File: src/rtl/rbfc_pkg.sv
package rbfc_pkg;
  // Register layout
  localparam int CFG_ADDR    = 0;
  localparam int PAIR_BASE   = 4;
  localparam int PAIR_STRIDE = 12;
  localparam int LO_OFS      = 0;
  localparam int HI_OFS      = 4;
  localparam int ALLOC_OFS   = 8;
  localparam int FORCE_BIT   = 31;
  localparam int DATA_W      = 32;

  function automatic int pair_reg_addr(input int pair, input int ofs);
    return PAIR_BASE + PAIR_STRIDE * pair + ofs;
  endfunction

  typedef enum logic [1:0] {
    PAIR_QUIET  = 2'd0,
    PAIR_ASSERT = 2'd1,
    PAIR_CLEAR  = 2'd2,
    PAIR_HOLD   = 2'd3
  } pause_act_e;
endpackage

File: src/rtl/rbfc_regs.sv
module rbfc_regs
  import rbfc_pkg::*;
#(
  parameter int NUM_PAIRS = 4,
  parameter int CREDIT_W  = 8,
  parameter int ADDR_W    = 8
) (
  input  logic                                clk,
  input  logic                                rst_n,
  input  logic                                wr_en,
  input  logic [ADDR_W-1:0]                   wr_addr,
  input  logic [DATA_W-1:0]                   wr_data,
  output logic [NUM_PAIRS-1:0]                pair_active,
  output logic [NUM_PAIRS-1:0][CREDIT_W-1:0]  thr_lo,
  output logic [NUM_PAIRS-1:0][CREDIT_W-1:0]  thr_hi,
  output logic [NUM_PAIRS-1:0]                alloc_we
);
  localparam int CFG_W = NUM_PAIRS + 1;

  logic [CFG_W-1:0] cfg_q;
  logic             cfg_hit;
  logic             unused_data;

  assign unused_data = ^wr_data;
  assign cfg_hit     = wr_en && (wr_addr == ADDR_W'(CFG_ADDR));

  always_ff @(posedge clk or negedge rst_n) begin
    if (!rst_n) cfg_q <= '0;
    else if (cfg_hit) cfg_q <= wr_data[CFG_W-1:0];
  end

  for (genvar p = 0; p < NUM_PAIRS; p++) begin : g_pair
    localparam int LO_A = pair_reg_addr(p, LO_OFS);
    localparam int HI_A = pair_reg_addr(p, HI_OFS);
    localparam int AL_A = pair_reg_addr(p, ALLOC_OFS);

    logic lo_hit, hi_hit;
    assign lo_hit      = wr_en && (wr_addr == ADDR_W'(LO_A));
    assign hi_hit      = wr_en && (wr_addr == ADDR_W'(HI_A));
    assign alloc_we[p] = wr_en && (wr_addr == ADDR_W'(AL_A));
    assign pair_active[p] = cfg_q[0] & cfg_q[p+1];

    always_ff @(posedge clk or negedge rst_n) begin
      if (!rst_n) begin
        thr_lo[p] <= '0;
        thr_hi[p] <= '0;
      end else begin
        if (lo_hit) thr_lo[p] <= wr_data[CREDIT_W-1:0];
        if (hi_hit) thr_hi[p] <= wr_data[CREDIT_W-1:0];
      end
    end
  end
endmodule

File: src/rtl/rbfc_credit.sv
module rbfc_credit
  import rbfc_pkg::*;
#(
  parameter int CREDIT_W = 8
) (
  input  logic                clk,
  input  logic                rst_n,
  input  logic                active,
  input  logic                alloc_we,
  input  logic [CREDIT_W-1:0] alloc_cnt,
  input  logic                alloc_force,
  input  logic                consume,
  input  logic [CREDIT_W-1:0] thr_lo,
  input  logic [CREDIT_W-1:0] thr_hi,
  output logic                pause
);
  localparam logic [CREDIT_W-1:0] CREDIT_MAX = {CREDIT_W{1'b1}};

  logic [CREDIT_W-1:0] credit_q, credit_d;
  logic [CREDIT_W:0]   sum;
  logic                force_q, force_d;
  logic                take_alloc, take_one;
  logic                pause_q, pause_d;
  pause_act_e          act;

  assign take_alloc = active && alloc_we;
  assign take_one   = active && consume;

  // Credit update: add, remove one, clamp at both ends
  always_comb begin
    sum = {1'b0, credit_q} + (take_alloc ? {1'b0, alloc_cnt} : '0);
    if (take_one && (sum != '0)) sum = sum - 1'b1;
    credit_d = sum[CREDIT_W] ? CREDIT_MAX : sum[CREDIT_W-1:0];
    force_d  = take_alloc ? alloc_force : force_q;
  end

  // Hysteresis decision on the new count, gated by registered enable/force
  always_comb begin
    if (!active || force_q)        act = PAIR_QUIET;
    else if (credit_d <= thr_lo)   act = PAIR_ASSERT;
    else if (credit_d >= thr_hi)   act = PAIR_CLEAR;
    else                           act = PAIR_HOLD;
    unique case (act)
      PAIR_ASSERT: pause_d = 1'b1;
      PAIR_HOLD:   pause_d = pause_q;
      default:     pause_d = 1'b0;
    endcase
  end

  always_ff @(posedge clk or negedge rst_n) begin
    if (!rst_n) begin
      credit_q <= '0;
      force_q  <= 1'b0;
      pause_q  <= 1'b0;
    end else begin
      credit_q <= credit_d;
      force_q  <= force_d;
      pause_q  <= pause_d;
    end
  end

  assign pause = pause_q;
endmodule

File: src/rtl/rbfc_top.sv
module rbfc_top
  import rbfc_pkg::*;
#(
  parameter int NUM_PAIRS = 4,
  parameter int CREDIT_W  = 8,
  parameter int ADDR_W    = 8
) (
  input  logic                 clk,
  input  logic                 rst_n,
  input  logic                 wr_en,
  input  logic [ADDR_W-1:0]    wr_addr,
  input  logic [DATA_W-1:0]    wr_data,
  input  logic [NUM_PAIRS-1:0] consume,
  output logic [NUM_PAIRS-1:0] pause
);
  logic [NUM_PAIRS-1:0]               pair_active;
  logic [NUM_PAIRS-1:0][CREDIT_W-1:0] thr_lo, thr_hi;
  logic [NUM_PAIRS-1:0]               alloc_we;

  rbfc_regs #(
    .NUM_PAIRS(NUM_PAIRS), .CREDIT_W(CREDIT_W), .ADDR_W(ADDR_W)
  ) u_regs (
    .clk(clk), .rst_n(rst_n),
    .wr_en(wr_en), .wr_addr(wr_addr), .wr_data(wr_data),
    .pair_active(pair_active), .thr_lo(thr_lo), .thr_hi(thr_hi),
    .alloc_we(alloc_we)
  );

  for (genvar p = 0; p < NUM_PAIRS; p++) begin : g_credit
    rbfc_credit #(.CREDIT_W(CREDIT_W)) u_credit (
      .clk(clk), .rst_n(rst_n),
      .active(pair_active[p]),
      .alloc_we(alloc_we[p]),
      .alloc_cnt(wr_data[CREDIT_W-1:0]),
      .alloc_force(wr_data[FORCE_BIT]),
      .consume(consume[p]),
      .thr_lo(thr_lo[p]), .thr_hi(thr_hi[p]),
      .pause(pause[p])
    );
  end
endmodule

File: config.mk
export PLATFORM = sky130hd
export DESIGN_NAME = rbfc_top
export DESIGN_NICKNAME = d
export VERILOG_FILES = /design/src/rtl/rbfc_pkg.sv /design/src/rtl/rbfc_regs.sv /design/src/rtl/rbfc_credit.sv /design/src/rtl/rbfc_top.sv
export SDC_FILE = /design/constraint.sdc
export NUM_CORES = 1
export LEC_CHECK = 0
export BUFFER_PORTS_ARGS = -buffer_cell sky130_fd_sc_hd__clkbuf_2
export CELL_PAD_IN_SITES_DETAIL_PLACEMENT = 0
export CELL_PAD_IN_SITES_GLOBAL_PLACEMENT = 2
export CORE_MARGIN = 4
export CORE_UTILIZATION = 36
export CTS_CLUSTER_DIAMETER = 30
export DETAILED_ROUTE_END_ITERATION = 8
export PLACE_DENSITY = 0.81
export SYNTH_ARGS = -nofsm -noshare
export SYNTH_HDL_FRONTEND = slang
export SYNTH_SLANG_ARGS = --single-unit
File: constraint.sdc
create_clock -name clk -period 5.3 [get_ports clk]
set_input_delay 0.265 -clock clk [delete_from_list [all_inputs] [get_ports clk]]
set_output_delay 0.265 -clock clk [all_outputs]
set_load 0.01 [all_outputs]
==> results of run 1 <==
[state kept, by name, summed over array words and instances (netlist names)]
name and count:
g_credit.u_credit.pause 4, u_regs.thr_lo 32, g_credit.u_credit.force_q 4, u_regs.thr_hi 32, u_regs.cfg_q 5, g_credit.u_credit.credit_q 32
[worst max-delay path by stage]
stage / startpoint / to / slack [ps] / cells after the start
2_1_floorplan: wr_addr[4] / g_credit[2].u_credit.pause / 110 / 22
3_3_place_gp: wr_addr[4] / g_credit[2].u_credit.pause / -50 / 25
3_5_place_dp: wr_addr[4] / g_credit[2].u_credit.pause / -70 / 25
4_1_cts: u_regs.cfg_q[0] / g_credit[1].u_credit.pause / 50 / 21
5_1_grt: u_regs.cfg_q[0] / g_credit[1].u_credit.pause / 0.4 / 22
6_report: u_regs.cfg_q[0] / g_credit[3].u_credit.pause / 300 / 21
[cells by family after synthesis]
| group | synth area share [%] |
|---|---|
| adder cells (fa/ha/maj) | 17.1 |
| XOR/XNOR | 2.81 |
| AND/OR/NAND/NOR | 17.7 |
| multiplexers | 6.28 |
| AO/OA/AOI/OAI | 17.4 |
| buffers and inverters | 5.07 |
| flip-flops | 33.7 |
[per-stage QoR]
stage	cells	setup TNS, ps	hold slack [ps]
after CTS	1261	0	271
after global routing	1264	0	286
final	1264	0	273
after detailed placement	1246	-73.5	378
after floorplan	872	0	-30.6
after global placement	1246	-47.6	377
[cell type report]
class                           instances  area, µm²
Sequential cell                       109       2730
Clock buffer                           12        246
Fill cell                            2112      12400
Tap cell                              280        350
Multi-Input combinational cell        660       5000
Inverter                               80        300
Timing Repair Buffer                  121        846
Clock inverter                          2       35.0
[placed cells by master, fill, tap and decap left out, drive strengths merged, types with 4 or more instances in the layout]
master and count:
dfrtp 109, ha 104, buf 94, inv 80, nand2 79, o21ai 67
mux2 41, clkbuf 38, and2 37, nand3 34, nor2 31, a21oi 31
a21o 25, nand2b 18, xnor2 17, o21a 14, a211oi 14, nor3 13
or3 13, and3 9, xor2 9, nor2b 8, nand4 7, a211o 6
nand3b 6, o211ai 6, o31ai 5, a31oi 5, a311oi 4, a31o 4
or2 4, and4 4, fa 4, a2111oi 4
[critical path: stages (launching register included)]
cell      delay, ps
dfrtp_2         450
nand3_1          80
nor3_1           50
buf_4           160
and2_1          160
ha_1            200
fa_1            390
a211o_1         340
a21o_1          180
a311o_1         380
nor3_2          250
nand3_1         120
mux2_2          320
and3_1          180
ha_1            280
nand2b_1        140
a21o_1          180
a21o_1          200
a211oi_2        240
o21bai_1        100
a31o_2          250
a311oi_1        220
[power groups by stage]
stage          clock (mW)  sequential, mW  combinational [mW]
2_1_floorplan           0           0.896               0.127
3_3_place_gp            0           0.899               0.212
3_5_place_dp            0           0.901               0.215
4_1_cts             0.694           0.885               0.217
5_1_grt             0.725           0.889               0.251
6_report            0.678           0.885               0.216
[routing by layer]
metal,vias to the layer above,global-route usage (%)
li1,3334,-
met1,3046,24.3
met2,73,27.1
met3,16,1.91
met4,0,4.14
met5,-,0
[repair_timing]
item / 4_1_cts / 5_1_grt
buffers inserted: 0 / 3
setup endpoints to repair: 0 / 4
hold buffers: 1 / 0
endpoints found under the hold margin: 6 / 0
gates resized for setup: 0 / 14
==> flow_metrics.tcl, run 1 <==
set metrics [dict create \
    p_sw_share_pct 24.9 \
    power.total_mw 1.78 \
    met3_length_um 514 \
    top_layer "met4" \
    synth_commonest_cells "dfrtp_1, ha_1, inv_1, nand2_1, o21ai_0" \
    wl_met2_mm 9.07 \
    wl_per_cell_um 15.7 \
    yosysTopAreaCellShare_pct 33.7 \
    status "finished clean" \
    cp.arrival_ps 5240 \
    crit_type "reg -> reg" \
    area_growth_pct 17.5 \
    drive_gt1_share_pct 20.6 \
    grt_max_degree 58 \
    powerDensity_nw_per_um2 187 \
    maxCapViolations 0 \
    synth_edf_count 0 \
    die_area_um2 24900 \
    overflow 0 \
    initial_core_util_pct 36.8 \
    netlist_instances 872 \
    ys_ff_latch 109 \
    share_comb_of_total_power_pct 12.2 \
    p_int_mw 1.34 \
    placed_cell_area_um2 9150 \
    netlist_top_cells_area "dfrtp_1, ha_1, mux2_2" \
    p_switching_mw 0.443 \
    synth-warning-count 0 \
    synth_ff_type "dfrtp_1" \
    drc 0 \
    antenna_left 0 \
    cts_buffer_depth 2 \
    grt_pass1_vias 6513 \
    p_leak_nw 4.88 \
    place_worst_setup_slack_ps -72.1 \
    p_clk_share_pct 38.1 \
    reg2reg_to "g_credit[3].u_credit.pause" \
    synth_area_um2 8090 \
    nets 1136 \
    r2r-start "u_regs.cfg_q[0]" \
    max-slew-margin-rel_pct 40.5 \
    portBuffers 27 \
    vias_per_cell 5.12 \
    worstMarginPinSlew_ps 889 \
    critPathMaxFanout 6 \
    fp.coreArea_um2 22000 \
    worstRegToRegCells 21 \
    grt_pass1_wl_mm 33.5 \
    ys_types 68 \
    gr-usage-all-layers_pct 16.9 \
    finalWeightedCongestion 0.800 \
    cts_max_level 3 \
    end_kind "flop" \
    syn_avg_cell_area_um2 9.28 \
    crit_path_start_kind "flop" \
    dpl.hpwl_mm 15.5 \
    min-delay-start "wr_data[7]" \
    r2r_slack_ps 300 \
    grt_setup_unrepaired "false" \
    die_height_um 158 \
    final_hold_viol_count 0 \
    diodes 0 \
    post-route-period-util_pct 94.3 \
    clkSinkCount 109 \
    synth.most_common_cell "dfrtp_1" \
    setup_violations 0 \
    min_to "u_regs.thr_hi[15]" \
    cts_tree "done" \
    antenna_found_initial 1 \
    clk_latency_ps 360 \
    hp-class "in -> reg" \
    ir_worst_vdd_uv 160 \
    seqPwrFrac_pct 49.7 \
    cp.required_ps 5550 \
    syn_nets 1027 \
    first_pass_iters 4 \
    rows 54 \
    synthArstFlopShare_pct 100 \
    min_period_ps 5000 \
    cts.clk_slew.worst_paths_ps 70 \
    vias 6469 \
    yosys.area.top_type "dfrtp_1" \
    wl_mm 19.9 \
    fmax_mhz 200 \
    ioPinCount 51 \
    fin_area_um2 9510 \
    min_path_cells 3 \
    ys_seq_area_share_pct 33.7 \
    drt-met1-wl_mm 10.1 \
    die_x_um 158 \
    cts_buffers 9 \
    final_util_pct 43.3 \
    cts.root.buffer_cell "clkbuf_16" \
    fin_ws_ps 305 \
    finClkSkew_ps 6.17 \
    drtIter0Drc 341 \
    drv_slew 0 \
]
Power figures use the tool's default switching activity.
==> run 2, diff against run 1 <==
--- a/config.mk
+++ b/config.mk
@@ -5,14 +5,15 @@
 export SDC_FILE = /design/constraint.sdc
 export NUM_CORES = 1
 export LEC_CHECK = 0
-export BUFFER_PORTS_ARGS = -buffer_cell sky130_fd_sc_hd__clkbuf_2
 export CELL_PAD_IN_SITES_DETAIL_PLACEMENT = 0
 export CELL_PAD_IN_SITES_GLOBAL_PLACEMENT = 2
 export CORE_MARGIN = 4
-export CORE_UTILIZATION = 36
+export CORE_UTILIZATION = 37
 export CTS_CLUSTER_DIAMETER = 30
 export DETAILED_ROUTE_END_ITERATION = 8
-export PLACE_DENSITY = 0.81
+export DONT_BUFFER_PORTS = 1
+export PLACE_DENSITY = 0.8
+export REMOVE_ABC_BUFFERS = 1
 export SYNTH_ARGS = -nofsm -noshare
 export SYNTH_HDL_FRONTEND = slang
 export SYNTH_SLANG_ARGS = --single-unit
==> constraint.sdc (replaced) <==
create_clock -name clk -period 5.3 [get_ports clk]
set_input_delay 0.265 -clock clk [delete_from_list [all_inputs] [get_ports clk]]
set_output_delay 0.265 -clock clk [all_outputs]
set_load 0.005 [all_outputs]
==> run 2 against run 1 <==
Effect of this change: first-iteration DRC count fell by 0.88%; non-clock buffer count fell by 61; final area down 3.6%; global-route usage fell by 0.14 points; sequential share of layout area up 1.1 points; clock power increased by 1%; power fell by 1.4%; combinational power shrank 16%; critical path type unchanged.
==> flow_metrics.tcl, run 2 (synthesized netlist as in run 1, its figures left out) <==
set metrics [dict create \
    status "finished clean" \
    dpl.hpwl_mm 14.6 \
    first_pass_iters 6 \
    ir_worst_vdd_uv 152 \
    drtIter0Drc 338 \
    critPathMaxFanout 6 \
    path_buf_inv 4 \
    nets 1075 \
    overflow 0 \
    crit_chain "buf_4 > nand2_1 > nor3b_1 > buf_4 > buf_4 > and2_1 > ha_1 > a21o_1 > a21o_1 > buf_4 > a221o_1 > a211oi_2 > nand4_2 > mux2i_4 > and2_1 > ha_1 > nand2b_1 > a21o_1 > a21o_1 > a211oi_2 > o21bai_1 > a31o_2 > a311oi_1" \
    drive_gt1_share_pct 15.8 \
    ioPinCount 51 \
    vias 6163 \
    final_hold_viol_count 0 \
    die_x_um 156 \
    grt_pass1_vias 5996 \
    cts_tree "done" \
    cts.clk_slew.worst_paths_ps 70 \
    drc 0 \
    crit_path_start_kind "flop" \
    critPathTopFamily "compound AO/OA/AOI/OAI gates" \
    die_height_um 156 \
    grt_pass1_wl_mm 32.3 \
    gr-usage-all-layers_pct 16.7 \
    wl_per_cell_um 16.4 \
    max-slew-margin-rel_pct 40.1 \
    rows 53 \
    reg_top3 "g_credit.u_credit.credit_q: 32 flops, u_regs.thr_hi: 32 flops, u_regs.thr_lo: 32 flops" \
    finalWeightedCongestion 0.798 \
    die_area_um2 24300 \
    layout_commonest_cell "dfrtp_1" \
    cp.required_ps 5560 \
    cts_buffer_depth 2 \
    post-route-period-util_pct 95.6 \
    cpPeakStageDelay_ps 440 \
    antenna_found_initial 1 \
    p_leak_nw 4.61 \
    drv_slew 0 \
    cts_max_level 3 \
    maxCapViolations 0 \
    final_cell_mix "dfrtp_1, ha_1, inv_1, nand2_1, o21ai_0" \
    cts_buffers 9 \
    cts.root.buffer_cell "clkbuf_16" \
    area_growth_pct 13.3 \
    antenna_left 0 \
    r2r_slack_ps 230 \
    fp.coreArea_um2 21300 \
    fmax_mhz 197 \
    powerDensity_nw_per_um2 191 \
    worstMarginPinSlew_ps 895 \
    cp_slowest_cell "dfrtp_2" \
    clkSinkCount 109 \
    vias_per_cell 5.14 \
    wl_mm 19.7 \
    end_kind "flop" \
    clk_latency_ps 360 \
    grt_max_degree 110 \
    finClkSkew_ps 10.6 \
    crit_type "reg -> reg" \
    min_period_ps 5070 \
    hp-class "in -> reg" \
    setup_violations 0 \
    final_util_pct 43.1 \
    cp.arrival_ps 5320 \
    portBuffers 0 \
    timing.hold.ws_ps 29.0 \
    initial_core_util_pct 38.0 \
]
## run 2: cell count changes in the layout (fill, tap and decap cells not counted), moves of 2 or more
cell,change
o21ai_0,-2
a311oi_1,-2
a311oi_2,+2
clkbuf_2,-26
o21ai_1,+2
buf_4,-36
## run 2: report_power, final
group	internal [mW]	leakage, nW	switching, mW	total [mW]
clock network	0.379	0.139	0.310	0.688
registers	0.869	1.32	0.0137	0.883
logic	0.0807	3.15	0.102	0.182
## run 2: path summary, 6_finish.rpt
check | from | to | depth (start not counted)
max reg2reg | u_regs.cfg_q[0] | g_credit[2].u_credit.pause | 23
min | wr_data[1] | u_regs.thr_lo[9] | 2
max | u_regs.cfg_q[0] | g_credit[2].u_credit.pause | 23
max in group asynchronous | rst_n | u_regs.cfg_q[0] | 2
min in group asynchronous | rst_n | g_credit[1].u_credit.credit_q[1] | 2
min reg2reg | g_credit[2].u_credit.force_q | g_credit[2].u_credit.pause | 1
## run 2: cell type report
cell class	instances	area (µm²)
Timing Repair Buffer	60	473
Fill cell	2075	12100
Antenna cell	1	2.50
Inverter	80	300
Multi-Input combinational cell	660	5020
Tap cell	275	344
Sequential cell	109	2730
Clock inverter	3	46.3
Clock buffer	12	246
## run 2: worst reg2reg max path, cell delays in order (launching register included)
cell and delay (ps):
dfrtp_2 440, buf_4 160, nand2_1 100, nor3b_1 60, buf_4 150, buf_4 150
and2_1 160, ha_1 320, a21o_1 190, a21o_1 200, buf_4 150, a221o_1 300
a211oi_2 400, nand4_2 190, mux2i_4 220, and2_1 170, ha_1 300, nand2b_1 150
a21o_1 180, a21o_1 200, a211oi_2 230, o21bai_1 100, a31o_2 240, a311oi_1 200
## run 2: stage by stage
| step | setup slack, ps | area [µm²] | TNS [ps] | cells | power (mW) |
|---|---|---|---|---|---|
| after detailed placement | -39.3 | 8750 | -39.3 | 1180 | 1.06 |
| after global routing | -11.0 | 9170 | -11.0 | 1200 | 1.85 |
| after CTS | 86.2 | 9080 | 0 | 1197 | 1.78 |
| after global placement | 37.2 | 8750 | 0 | 1180 | 1.06 |
| after floorplan | 105 | 7980 | 0 | 849 | 1.02 |
| final | 234 | 9170 | 0 | 1200 | 1.75 |
## run 2: routing by layer
layer  track usage [%]  vias to the layer above  part of all wire, %
met4              4.21                        0                  1.5
met1              23.4                     2878                   50
met2              26.8                       61                   46
met3              3.11                       20                  3.0
li1                  -                     3204                    -
met5                 0                        -                    0
## run 2: what timing repair did
action	4_1_cts	5_1_grt
buffers inserted	0	2
hold endpoints to repair	109	0
gates resized for setup	0	20
hold buffers	2	0
endpoints found under the setup margin	0	4
